### config.mk
export PLATFORM = sky130hd
export DESIGN_NAME = pwr_rail_sequencer
export DESIGN_NICKNAME = d
export VERILOG_FILES = /design/src/rtl/pwrseq_pkg.sv /design/src/rtl/pwrseq_rail_watch.sv /design/src/rtl/pwrseq_rail_ctrl.sv /design/src/rtl/pwr_rail_sequencer.sv
export SDC_FILE = /design/constraint.sdc
export NUM_CORES = 1
export LEC_CHECK = 0
export ABC_AREA = 1
export BUFFER_PORTS_ARGS = -buffer_cell sky130_fd_sc_hd__buf_2
export CAP_MARGIN = 25
export CORE_ASPECT_RATIO = 0.7
export CORE_MARGIN = 2
export CORE_UTILIZATION = 53
export CTS_BUF_LIST = sky130_fd_sc_hd__clkbuf_8
export DETAILED_ROUTE_END_ITERATION = 10
export PLACE_DENSITY = 0.69
export SYNTH_ARGS = -nofsm -noshare
export SYNTH_HDL_FRONTEND = slang
export SYNTH_HIERARCHICAL = 1
export SYNTH_SLANG_ARGS = --single-unit
### constraint.sdc
create_clock -name clk -period 2.45 [get_ports clk]
set_clock_uncertainty 0.15 [all_clocks]
set_input_delay 0.3675 -clock clk [delete_from_list [all_inputs] [get_ports clk]]
set_output_delay 0.3675 -clock clk [all_outputs]
set_load 0.005 [all_outputs]
### src/rtl/pwrseq_pkg.sv
package pwrseq_pkg;

  localparam int NRAIL    = 8;
  localparam int IDX_W    = $clog2(NRAIL);
  localparam int RL_MEMIO = 0;
  localparam int RL_VNN   = 1;
  localparam int RL_VCC   = 2;
  localparam int RL_SRAM  = 3;
  localparam int RL_V135  = 4;
  localparam int RL_V100  = 5;
  localparam int RL_V180  = 6;
  localparam int RL_V330  = 7;

  // millisecond window to clock cycles
  function automatic int unsigned ms_to_cyc(int unsigned cyc_per_ms, int unsigned ms);
    return cyc_per_ms * ms;
  endfunction

  // counter width able to hold lim
  function automatic int unsigned cnt_bits(int unsigned lim);
    return (lim < 2) ? 1 : $clog2(lim + 1);
  endfunction

  // core rails may start once the sleep pins allow it
  function automatic logic core_release(logic wait_sl, logic susp_n, logic term_n);
    return !wait_sl || (susp_n && term_n);
  endfunction

endpackage

### src/rtl/pwrseq_rail_watch.sv
module pwrseq_rail_watch #(
  parameter int unsigned NR    = 8,
  parameter int unsigned LIMIT = 100
) (
  input  logic          clk,
  input  logic          rst_n,
  input  logic [NR-1:0] rail_en,
  input  logic [NR-1:0] rail_pg,
  output logic [NR-1:0] expired_vec,
  output logic          expire
);
  import pwrseq_pkg::*;

  localparam int unsigned CW = cnt_bits(LIMIT);

  for (genvar g = 0; g < NR; g++) begin : g_rail
    logic [CW-1:0] cnt;
    logic          waiting;

    assign waiting        = rail_en[g] && !rail_pg[g];
    assign expired_vec[g] = waiting && (cnt == CW'(LIMIT - 1));

    always_ff @(posedge clk) begin
      if (!rst_n)              cnt <= '0;
      else if (!waiting)       cnt <= '0;
      else if (!expired_vec[g]) cnt <= cnt + 1'b1;
    end
  end

  assign expire = |expired_vec;

endmodule

### src/rtl/pwrseq_rail_ctrl.sv
module pwrseq_rail_ctrl
  import pwrseq_pkg::*;
(
  input  logic             clk,
  input  logic             rst_n,
  input  logic             slp_off_n,
  input  logic             slp_susp_n,
  input  logic             slp_term_n,
  input  logic             wait_sleep,
  input  logic             refclk_ok,
  input  logic [NRAIL-1:0] rail_pg,
  input  logic             expire,
  output logic [NRAIL-1:0] rail_en,
  output logic             dram_ok,
  output logic             core_ok,
  output logic             fault
);

  logic [NRAIL-1:0] ok;
  logic             ev_core_go;
  logic             ev_vnn_good;
  logic             ev_core_good;
  logic             ev_mid_good;
  logic             ev_all_good;
  logic [IDX_W-1:0] drop_idx;
  logic             drop_busy;

  // named sequencing events
  assign ok           = rail_en & rail_pg;
  assign ev_core_go   = dram_ok && core_release(wait_sleep, slp_susp_n, slp_term_n);
  assign ev_vnn_good  = ok[RL_VNN];
  assign ev_core_good = ok[RL_VNN] && ok[RL_VCC];
  assign ev_mid_good  = &ok[RL_V180:RL_VNN];
  assign ev_all_good  = (&ok) && refclk_ok;

  always_ff @(posedge clk) begin
    if (!rst_n) begin
      rail_en   <= '0;
      dram_ok   <= 1'b0;
      core_ok   <= 1'b0;
      fault     <= 1'b0;
      drop_idx  <= '0;
      drop_busy <= 1'b0;
    end else if (fault) begin
      // reverse unwind, one rail per edge
      if (drop_busy) begin
        rail_en[drop_idx] <= 1'b0;
        if (drop_idx == '0) drop_busy <= 1'b0;
        else                drop_idx  <= drop_idx - 1'b1;
      end
    end else if (expire) begin
      fault     <= 1'b1;
      dram_ok   <= 1'b0;
      core_ok   <= 1'b0;
      drop_busy <= 1'b1;
      drop_idx  <= IDX_W'(NRAIL - 1);
    end else if (!slp_off_n) begin
      dram_ok             <= 1'b0;
      core_ok             <= 1'b0;
      rail_en[NRAIL-1:1]  <= '0;
      if (!dram_ok) rail_en[RL_MEMIO] <= 1'b0;
    end else begin
      rail_en[RL_MEMIO] <= 1'b1;
      dram_ok           <= ok[RL_MEMIO];
      core_ok           <= ev_all_good;
      if (ev_core_go) begin
        rail_en[RL_VNN]  <= 1'b1;
        rail_en[RL_VCC]  <= 1'b1;
        rail_en[RL_V135] <= 1'b1;
      end
      if (ev_vnn_good) begin
        rail_en[RL_V100] <= 1'b1;
        rail_en[RL_V180] <= 1'b1;
      end
      if (ev_core_good) rail_en[RL_SRAM] <= 1'b1;
      if (ev_mid_good)  rail_en[RL_V330] <= 1'b1;
    end
  end

endmodule

### src/rtl/pwr_rail_sequencer.sv
module pwr_rail_sequencer #(
  parameter int unsigned CYC_PER_MS    = 125000,
  parameter int unsigned TIMEOUT_MS    = 2,
  parameter int unsigned SRAM_LIMIT_MS = 5
) (
  input  logic       clk,
  input  logic       rst_n,
  input  logic       slp_off_n,
  input  logic       slp_susp_n,
  input  logic       slp_term_n,
  input  logic       wait_sleep,
  input  logic       refclk_ok,
  input  logic [7:0] rail_pg,
  output logic [7:0] rail_en,
  output logic [1:0] dram_pg,
  output logic       core_pg,
  output logic [1:0] mema_pg,
  output logic       fault
);
  import pwrseq_pkg::*;

  localparam int unsigned TO_CYC   = ms_to_cyc(CYC_PER_MS, TIMEOUT_MS);
  localparam int unsigned SRAM_CYC = ms_to_cyc(CYC_PER_MS, SRAM_LIMIT_MS);

  logic [NRAIL-1:0] expired_vec;
  logic             expire;
  logic             dram_ok;
  logic             core_ok;

  pwrseq_rail_watch #(.NR(NRAIL), .LIMIT(TO_CYC)) u_watch (
    .clk         (clk),
    .rst_n       (rst_n),
    .rail_en     (rail_en),
    .rail_pg     (rail_pg),
    .expired_vec (expired_vec),
    .expire      (expire)
  );

  pwrseq_rail_ctrl u_ctrl (
    .clk        (clk),
    .rst_n      (rst_n),
    .slp_off_n  (slp_off_n),
    .slp_susp_n (slp_susp_n),
    .slp_term_n (slp_term_n),
    .wait_sleep (wait_sleep),
    .refclk_ok  (refclk_ok),
    .rail_pg    (rail_pg),
    .expire     (expire),
    .rail_en    (rail_en),
    .dram_ok    (dram_ok),
    .core_ok    (core_ok),
    .fault      (fault)
  );

  assign dram_pg = {2{dram_ok}};
  assign core_pg = core_ok;
  assign mema_pg = {2{core_ok}};

endmodule

==> results.json <==
{
  "outcome": "complete, no violations",
  "design_area_sq_um": 9869,
  "cts_tree": "yes",
  "netlist_area_sq_um": 8992,
  "portBuffers": 28,
  "pre_cts_slack_ps": 161.1,
  "start_util_pct": 54.68,
  "cp-start-kind": "flop",
  "setup_ws_ps": 205.1,
  "place.gp.congestion": 0.8862,
  "cp-end-kind": "flop",
  "finalCritPeriodShare_pct": 91.63,
  "ff2ff_setup_slack_ps": 210,
  "overflow": 0,
  "cap_violations": 0,
  "grt_max_degree": 17,
  "drive_gt1_share_pct": 12.42,
  "netlist_instances": 1419,
  "stdcell_count": 1706,
  "powerDensity_nw_per_um2": 476.1,
  "synth_warnings": 6,
  "grt_pass1_vias": 7562,
  "holdWs_ps": 100.9,
  "place_inst": 1674,
  "multi_input_area_sq_um": 5047,
  "drv_slew": 0,
  "fin_setup_tns_ps": 0,
  "period_needed_ps": 2245,
  "ctsHoldBuffers": 0,
  "first_pass_iters": 7,
  "ir_worst_vdd_uv": 280.8,
  "utilization_pct": 60.02,
  "std_cell_rows": 39,
  "use_met3_pct": 4.106,
  "vias": 8739,
  "n_antenna_cell": 0,
  "areaGrowthSynthToFinish_pct": 9.754,
  "avgSynthCellArea_sq_um": 6.337,
  "root_buffer": "clkbuf_8",
  "fill_cells": 1601,
  "worstMarginPinSlew_ps": 573.5,
  "critPathMaxFanout": 5,
  "setup_violations": 0,
  "power.total_mw": 4.699,
  "final_nets": 1493,
  "cts_repair_resize_count": 0,
  "route.detailed.drc": 0,
  "seqCellArea_sq_um": 3188,
  "viasPerCell": 5.123,
  "track_usage_pct": 24.19,
  "reg2reg_depth": 16,
  "grt_pass1_wl_um": 35750,
  "cts_max_level": 4,
  "dp_hpwl_um": 15740,
  "cts_sinks": 159,
  "grt_antenna_before_repair": 0,
  "met1_usage_pct": 37.33,
  "cp.required_ps": 2690,
  "min-delay-path-class": "primary input to flop",
  "hold_viol": 0,
  "worstSetupPathType": "flop to flop",
  "clockBufferDepth": 2,
  "first_iter_violations": 697,
  "clk_latency_ps": 470,
  "grt_use_met2_pct": 33.74,
  "wl_per_cell_um": 12.27,
  "die_w_um": 159.7,
  "clkTransAtPathRegs_ps": 80,
  "postCtsSetupBuffers": 0,
  "numCtsBuffers": 17,
  "syn_nets": 1444,
  "max_freq_ghz": 0.4455,
  "pin_count": 29,
  "die_y_um": 113.0,
  "place_area_sq_um": 9445,
  "drt.antenna.violating_nets": 0,
  "grt_busiest_layer": "met1",
  "arrival_ps": 2490,
  "die-area_sq_um": 18040,
  "slew_headroom_pct": 61.72,
  "p_leak_nw": 3.462,
  "wirelength_um": 20930,
  "hold_depth": 3,
  "core_sq_um": 16440
}
layout by cell type (no fill, tap or decap), drive strengths merged:
cell and count:
o21bai 2, and2 4, nand2 383, nor2 308, xor2 5, nor3 11, o21ai 50, clkinv 6
ha 10, xnor2 13, bufinv 3, nand3b 12, nand3 99, or2 5, inv 183, clkbuf 18
a21oi 122, nand4 39, buf 45, dfxtp 159, clkinvlp 4
sequential cells by signal, indices dropped and copies added, names as in the netlist:
signal and cells:
u_ctrl/dram_ok 1, u_ctrl/drop_busy 1, u_ctrl/fault 1, u_ctrl/drop_idx 3
u_ctrl/rail_en 8, u_watch/g_rail.cnt 144, u_ctrl/core_ok 1
path summary, 6_finish.rpt:
path | startpoint | end
setup reg to reg | u_watch/g_rail[4].cnt[0]$_SDFFE_PN0N_ | u_ctrl/rail_en[6]$_SDFFE_PN0P_
hold / removal | rail_pg[0] | u_ctrl/dram_ok$_SDFFE_PN0N_
hold reg to reg | u_watch/g_rail[1].cnt[14]$_SDFFE_PN0N_ | u_watch/g_rail[1].cnt[14]$_SDFFE_PN0N_
setup / recovery | u_watch/g_rail[4].cnt[0]$_SDFFE_PN0N_ | u_ctrl/rail_en[6]$_SDFFE_PN0P_
critical path, stage by stage (launching register included):
cell and delay, ps:
dfxtp_1 350, ha_1 240, nand2_2 110, inv_2 50
nand2_2 90, nor2_2 60, nand3_2 130, nand2_1 80
nor2_1 130, nand2_1 110, nor2_2 190, inv_1 80
nand2_2 110, nand2_2 80, inv_1 70, nand2_1 50
a21oi_1 100
report_power, final:
part / switching [mW] / leakage [nW] / internal (mW)
sequential: 0.00925 / 1.28 / 2.59
clock: 0.980 / 0.204 / 1.01
combinational: 0.0686 / 1.97 / 0.0373
per-layer routing:
layer	vias up	wire [um]
met3	21	1256
met1	3879	11160
li1	4612	-
met5	-	0
met2	227	8168
met4	0	341
final cells by class:
class / instances / share of cell area (%)
flip-flops and latches: 159 / 32.30
multi-input cells: 1063 / 51.14
well taps: 225 / 2.852
clock buffers: 18 / 2.510
clock inverters: 14 / 1.534
repair buffers: 45 / 2.713
inverters: 182 / 6.947
(Power assumes the default switching activity.)
